## config.mk

```make
export PLATFORM = sky130hd
export DESIGN_NAME = sdram_init_seq
export DESIGN_NICKNAME = d
export VERILOG_FILES = /design/src/rtl/sdram_init_pkg.sv /design/src/rtl/sdram_init_trig.sv /design/src/rtl/sdram_init_chan.sv /design/src/rtl/sdram_init_seq.sv
export SDC_FILE = /design/constraint.sdc
export NUM_CORES = 1
export LEC_CHECK = 0
export BUFFER_PORTS_ARGS = -buffer_cell sky130_fd_sc_hd__buf_2
export CORE_UTILIZATION = 57
export DETAILED_ROUTE_END_ITERATION = 16
export PLACE_DENSITY = 0.78
export SLEW_MARGIN = 20
export SYNTH_ARGS = -nofsm -noshare
export SYNTH_HDL_FRONTEND = slang
export SYNTH_HIERARCHICAL = 1
export SYNTH_SLANG_ARGS = --single-unit
export TNS_END_PERCENT = 30
```

## constraint.sdc

```tcl
create_clock -name clk -period 3.05 [get_ports clk]
set_clock_uncertainty 0.05 [all_clocks]
set_input_delay 0 -clock clk [delete_from_list [all_inputs] [get_ports clk]]
set_output_delay 0 -clock clk [all_outputs]
set_load 0.1 [all_outputs]
```

## src/rtl/sdram_init_pkg.sv

```systemverilog
package sdram_init_pkg;

    typedef enum logic [1:0] {
        CMD_DSL = 2'b00,
        CMD_PRA = 2'b01,
        CMD_RFA = 2'b10
    } sdr_cmd_e;

    typedef enum logic [2:0] {
        ST_IDLE,
        ST_PALL,
        ST_PWAIT,
        ST_AREF,
        ST_RGAP
    } init_state_e;

endpackage

```

## src/rtl/sdram_init_trig.sv

```systemverilog
module sdram_init_trig #(
    parameter int NUM_CH = 2
) (
    input  logic [NUM_CH-1:0] start_ch,
    input  logic              start_all,
    output logic [NUM_CH-1:0] go
);

    for (genvar g = 0; g < NUM_CH; g++) begin : g_go
        assign go[g] = start_ch[g] | start_all;
    end

endmodule

```

## src/rtl/sdram_init_chan.sv

```systemverilog
module sdram_init_chan
    import sdram_init_pkg::*;
#(
    parameter int PW_W  = 4,
    parameter int GAP_W = 4,
    parameter int CNT_W = 4
) (
    input  logic             clk,
    input  logic             rst_n,
    input  logic             go,
    input  logic [PW_W-1:0]  cfg_pre,
    input  logic [GAP_W-1:0] cfg_gap,
    input  logic [CNT_W-1:0] cfg_cnt,
    output logic             busy,
    output logic [1:0]       cmd
);

    localparam int WC_W = (PW_W > GAP_W) ? PW_W : GAP_W;

    init_state_e      state;
    logic [WC_W-1:0]  wcnt;
    logic [GAP_W-1:0] gap_r;
    logic [CNT_W-1:0] rcnt;

    // state register and captured timing
    always_ff @(posedge clk or negedge rst_n) begin
        if (!rst_n) begin
            state <= ST_IDLE;
            wcnt  <= '0;
            gap_r <= '0;
            rcnt  <= '0;
        end else begin
            unique case (state)
                ST_IDLE: begin
                    if (go) begin
                        state <= ST_PALL;
                        wcnt  <= WC_W'(cfg_pre);
                        gap_r <= cfg_gap;
                        rcnt  <= (cfg_cnt == '0) ? CNT_W'(1) : cfg_cnt;
                    end
                end
                ST_PALL: begin
                    state <= (wcnt == '0) ? ST_AREF : ST_PWAIT;
                end
                ST_PWAIT: begin
                    wcnt <= wcnt - 1'b1;
                    if (wcnt == WC_W'(1)) state <= ST_AREF;
                end
                ST_AREF: begin
                    rcnt <= rcnt - 1'b1;
                    if (gap_r != '0) begin
                        state <= ST_RGAP;
                        wcnt  <= WC_W'(gap_r);
                    end else if (rcnt == CNT_W'(1)) begin
                        state <= ST_IDLE;
                    end
                end
                ST_RGAP: begin
                    wcnt <= wcnt - 1'b1;
                    if (wcnt == WC_W'(1))
                        state <= (rcnt == '0) ? ST_IDLE : ST_AREF;
                end
                default: state <= ST_IDLE;
            endcase
        end
    end

    // outputs decoded from state
    always_comb begin
        unique case (state)
            ST_IDLE:  begin busy = 1'b0; cmd = CMD_DSL; end
            ST_PALL:  begin busy = 1'b1; cmd = CMD_PRA; end
            ST_PWAIT: begin busy = 1'b1; cmd = CMD_DSL; end
            ST_AREF:  begin busy = 1'b1; cmd = CMD_RFA; end
            ST_RGAP:  begin busy = 1'b1; cmd = CMD_DSL; end
            default:  begin busy = 1'b0; cmd = CMD_DSL; end
        endcase
    end

endmodule

```

## src/rtl/sdram_init_seq.sv

```systemverilog
module sdram_init_seq #(
    parameter int NUM_CH = 2,
    parameter int PW_W   = 4,
    parameter int GAP_W  = 4,
    parameter int CNT_W  = 4
) (
    input  logic                clk,
    input  logic                rst_n,
    input  logic [NUM_CH-1:0]   start_ch,
    input  logic                start_all,
    input  logic [PW_W-1:0]     cfg_pre_wait,
    input  logic [GAP_W-1:0]    cfg_ref_gap,
    input  logic [CNT_W-1:0]    cfg_ref_cnt,
    output logic [NUM_CH-1:0]   busy,
    output logic [2*NUM_CH-1:0] cmd
);

    logic [NUM_CH-1:0] go;

    sdram_init_trig #(.NUM_CH(NUM_CH)) u_trig (
        .start_ch  (start_ch),
        .start_all (start_all),
        .go        (go)
    );

    for (genvar g = 0; g < NUM_CH; g++) begin : g_ch
        sdram_init_chan #(
            .PW_W  (PW_W),
            .GAP_W (GAP_W),
            .CNT_W (CNT_W)
        ) u_chan (
            .clk     (clk),
            .rst_n   (rst_n),
            .go      (go[g]),
            .cfg_pre (cfg_pre_wait),
            .cfg_gap (cfg_ref_gap),
            .cfg_cnt (cfg_ref_cnt),
            .busy    (busy[g]),
            .cmd     (cmd[2*g +: 2])
        );
    end

endmodule

```

-- Word-level counts from Yosys, hierarchy flattened
Index checks and enable logic that the tools add are counted.
- muxes and demuxes: 31
- bitwise gates (word level): 2
- eq/ne operators: 22
- reduce and logical (&&, ||, !) cells: 25
- $add $sub $neg: 4
- operators by type and width (kind ; count):
    $mux 3 ; 10
    $pmux 3 s5 ; 2
    $mux 4 ; 7
    $pmux 4 s3 ; 2
    $logic_not 4->1 ; 5
    $eq 4x1->1 const B ; 4
    $ne 2x1->1 const B ; 8
    $pmux 4 s2 ; 2
    $sub 4x1->4 const B ; 4
    $eq 3x2->1 const B ; 4
    $pmux 2 s2 ; 2
    $reduce_and 2->1 ; 4
    $reduce_and 4->1 ; 2
    $reduce_bool 4->1 ; 2
    $reduce_or 4->1 ; 2
    $eq 3x1->1 const B ; 2
    $eq 3x3->1 const B ; 2
    $logic_not 3->1 ; 2
    $ne 3x1->1 const B ; 2
    $reduce_and 3->1 ; 2
    $reduce_bool 3->1 ; 2
    $mux 1 ; 4
    $mux 2 ; 2
    $reduce_bool 2->1 ; 2
    other kinds (2) ; 4
- register bits: 30
- bits of input ports: 17
- word-level logic and storage cells: 92

-- Depth between registers and ports, before layout
- depth after elaboration: 4
- gate-level depth with buffers: 6

-- Modules after synthesis
The synthesis kept the hierarchy.
- modules (own cells, without submodules) (module ; cells an instance ; instances ; area each (sq um) ; seq. area each (sq um)):
    sdram_init_chan ; 127 ; 2 ; 1098.6 ; 375.4
    sdram_init_trig ; 2 ; 1 ; 12.5 ; 0.0

-- Worst setup path after synthesis
No wires, ideal clock.
- kind: register to output
- start point: register g_ch[0].u_chan.state[2]
- end point: output cmd[0]
- required time: 3.000 ns
- cell stages (with the launch flop): 4
- data arrival time: 2.880 ns
- setup slack: 0.120 ns
- path through: dfrtp_1 > clkbuf_1 > clkbuf_1 > nor3_1
- cells in the longest elaborated chain, start to end: 2
- RTL lines (what ; line ; RTL):
    start: declaration ; sdram_init_chan.sv:20 ; init_state_e state;
    start signal: assignment ; sdram_init_chan.sv:43 ; state <= (wcnt == '0) ? ST_AREF : ST_PWAIT;
    start signal: assignment ; sdram_init_chan.sv:61 ; state <= (rcnt == '0) ? ST_IDLE : ST_AREF;
    $eq 3x2->1 or $eq 3x1->1 (tied branches) ; sdram_init_chan.sv:70 ; unique case (state)
    $pmux 2 s2 * ; sdram_init_chan.sv:70 ;
    end: declaration ; sdram_init_seq.sv:15 ; output logic [2*NUM_CH-1:0] cmd
Every way passes the cells marked *; elsewhere a longest branch is shown, timed or not.

-- Final worst setup path
- start point: register g_ch[0].u_chan.state[2]
- end point: output cmd[1]
The elaborated chain is that of the path after synthesis.

==> key figures <==
CTS
  – Clk pin slew, worst setup/hold paths: 70 ps
  – Worst-Skew Late Latency: between 200 and 300 ps
  – CTS Buf Count: 5
  – Clock sink count: 30
  – Post_cts resized: 0
  – H-tree depth: 2
  – CTS tree: done
  – Clk Tree Root Cell: clkbuf_8
  – Maximum clock insertion buffer count: 2

Timing
  – Fin worst setup slack: 1020 ps
  – Final hold vios: 0
  – Hold_ws: approximately 8 ps
  – Final setup fails: 0
  – RSZ-0062 raised after global routing: false
  – Final Cycle Share: 0.665
  – Final Slew Violations: 0
  – Achievable frequency: 493 MHz
  – Slew margin rel.: 0.551
  – Final TNS setup: 0 ps
  – Minimum clock period after layout: just over 2000 ps
  – Worst-Margin Slew: just under 700 ps

Run
  – Max-cap viol count: 0

Placement
  – DP Worst Slack: roughly 1200 ps
  – Inst Count DP: around 310
  – DP Area: ~2300 sq um
  – Port buffer count: 22
  – DP Wirelength: around 3500 microns
  – GPL Wtd Cong: 0.832

Route
  – Met1 Wirelength: ~2200 microns
  – Post-route ant nets: 0
  – Routed WL: a little under 5000 microns
  – Uppermost layer routed: met4
  – Vias: between 1,500 and 2,000
  – Via-to-Cell Ratio: roughly 6.0
  – Met2 WL: roughly 2400 microns
  – Wire length per cell: approximately 15 microns
  – DRT Pass-1 Iters: 4
  – Drt initial violations: roughly 140
  – Residual DRC: 0
  – Met3 wire len: between 100 and 150 microns

Yosys
  – Top_reg_cell synth: dfrtp_1
  – Count of state elements after synthesis: 30
  – Ys async rst share: 1.00
  – Synth top area cells: dfrtp_1 (34%), nand2_1 (7.5%), ha_1 (5.7%), nor2_1 (3.4%), nor3_1 (2.7%)
  – Mux contribution to synthesized area: 0.0181
  – Top cells by count, synth: nand2_1 (44), dfrtp_1 (30), nor2_1 (20), inv_1 (14), nor3_1 (12)
  – Largest family of logic cells by synthesized area: simple AND/OR/NAND/NOR gates
  – Warnings, synthesis: 6
  – Syn_nets: around 280
  – Synthesized instance count: 256
  – EDFF count, synth: 0
  – Most common cell in the synthesized netlist: nand2_1
  – Synth Area in Adders: 0.0566
  – Synth area leader: dfrtp_1
  – Cell Area, Synth: ~2200 sq um
  – Mean Syn Cell Area: ~8.6 sq um
  – Synth Area in Compound Gates: 0.197
  – Post-Synth XOR/XNOR Area: 0.0317
  – Synth top area share: 0.340
  – Simple-gate share of the synthesized area: 0.294
  – Sequential area share after synthesis: 0.340
  – Post-synthesis cell type count: 45

Power
  – Sequential power share: 0.309
  – PwrDens: 1260 nW/um^2
  – Int Pwr: roughly 1.5 mW
  – Total Power: 3.08 mW
  – Sw power: 1.61 mW
  – Logic pwr share: 0.580
  – Clock power share: 0.111
  – LEAKAGE: between 1 and 1.5 nW
  – Sw frac: 0.523
  – Maximum VDD drop: 953 uV

GRT
  – Initial antenna violation count: 0
  – Vias in the first global route: around 1,800
  – Total track usage: 0.259
  – Largest net degree at the start of global routing: 31
  – Grt ovf: 0
  – First-pass GRT wire length: approximately 8200 microns

Setup path
  – Max incr delay on CP: 610 ps
  – CP cell instances: and3b_1, buf_2
  – CP Capture Type: output pin
  – Worst EP arrival: 1980 ps
  – Crit-path slowest cell: dfrtp_1
  – Worst setup SP type: register
  – Worst path bufs/invs: 1
  – FF-to-FF setup slack: about 1200 ps
  – WP data required: 3000 ps
  – Cell family with most CP delay: flip-flops
  – Crit path max fanout: 22
  – Critical path type: reg -> out

Floorplanning
  – Rows: 22
  – DIE WIDTH: between 60 and 70 microns
  – Initial Utilization: 0.599
  – Die Y: 64.3 microns
  – Num ports: 23
  – Core area: ~3700 sq um
  – Die Area: ~4100 sq um

Hold path
  – HP Class: in -> reg

Status
  – Status: completed

Final layout
  – Final Core Density: 0.664
  – Cell area after layout: 2450 sq um
  – Area grow syn2layout: 10.9%
  – Share of layout cells above drive strength 1: 0.158
  – Layout Cells excl Fill: about 330
  – Antenna fix cells: 0
  – Fin nets: roughly 300
-- worst paths after layout --
kind / from / to / cells past startpoint
setup / recovery: g_ch[0].u_chan/state[2] / cmd[1] / 2
hold / removal: cfg_ref_cnt[3] / g_ch[1].u_chan/rcnt[3] / 3
setup reg to reg: g_ch[0].u_chan/state[2] / g_ch[0].u_chan/rcnt[3] / 4
hold reg to reg: g_ch[0].u_chan/wcnt[1] / g_ch[0].u_chan/wcnt[1] / 2
max in group asynchronous: rst_n / g_ch[1].u_chan/wcnt[0] / 2
min in group asynchronous: rst_n / g_ch[0].u_chan/rcnt[1] / 2
-- per-layer routing --
metal  global-route usage  vias to the layer above
met5                    0                        -
met4               0.0944                        0
met3               0.0589                        7
met2                0.449                       36
met1                0.309                      963
li1                     -                      954
-- registers in the layout (all words and copies together) (netlist names) --
register	count
g_ch.u_chan/state	6
g_ch.u_chan/rcnt	8
g_ch.u_chan/gap_r	8
g_ch.u_chan/wcnt	8
-- kinds of logic after synthesis --
logic type      after synthesis
xor+xnor                      8
compound gates               54
buf+inv                      28
mux                           4
simple gates                122
fa+ha+maj                    10
flops                        30
-- what timing repair did --
action | CTS | global route
hold buffers | 6 | 0
hold endpoints to repair | 40 | 0
buffers inserted | 0 | 0
-- final cells by class --
type	count	area [sq um]
multi-input cells	198	1320
repair buffers	28	170
fillers	326	1240
clock buffers	6	82.6
inverters	14	52.6
flip-flops and latches	30	751
well taps	48	60.1
clock inverters	2	12.5
-- placed cells by master, fill, tap and decap left out, drive strengths merged, types with 6 or more instances in the layout --
master and n:
a21oi 12, buf 22, clkbuf 6, dfrtp 30, dlygate4sd3 6, ha 10, inv 14, nand2 44
nand2b 6, nand3 8, nor2 20, nor2b 6, nor3 12, o21ai 6, or2 8, xnor2 6
-- worst min-delay path, stage by stage --
cell and delay [ps]:
buf_2 130, nor2_1 130, a311oi_2 50
-- power by group through the flow --
stage / registers, mW / logic, mW / clock network, mW
floorplan: 0.762 / 1.68 / 0
global placement: 0.946 / 1.74 / 0
detailed placement: 0.945 / 1.78 / 0
CTS: 0.943 / 1.79 / 0.352
global route: 0.987 / 1.96 / 0.366
finish: 0.949 / 1.78 / 0.342
Note: power is estimated with default switching activity, not from simulation.
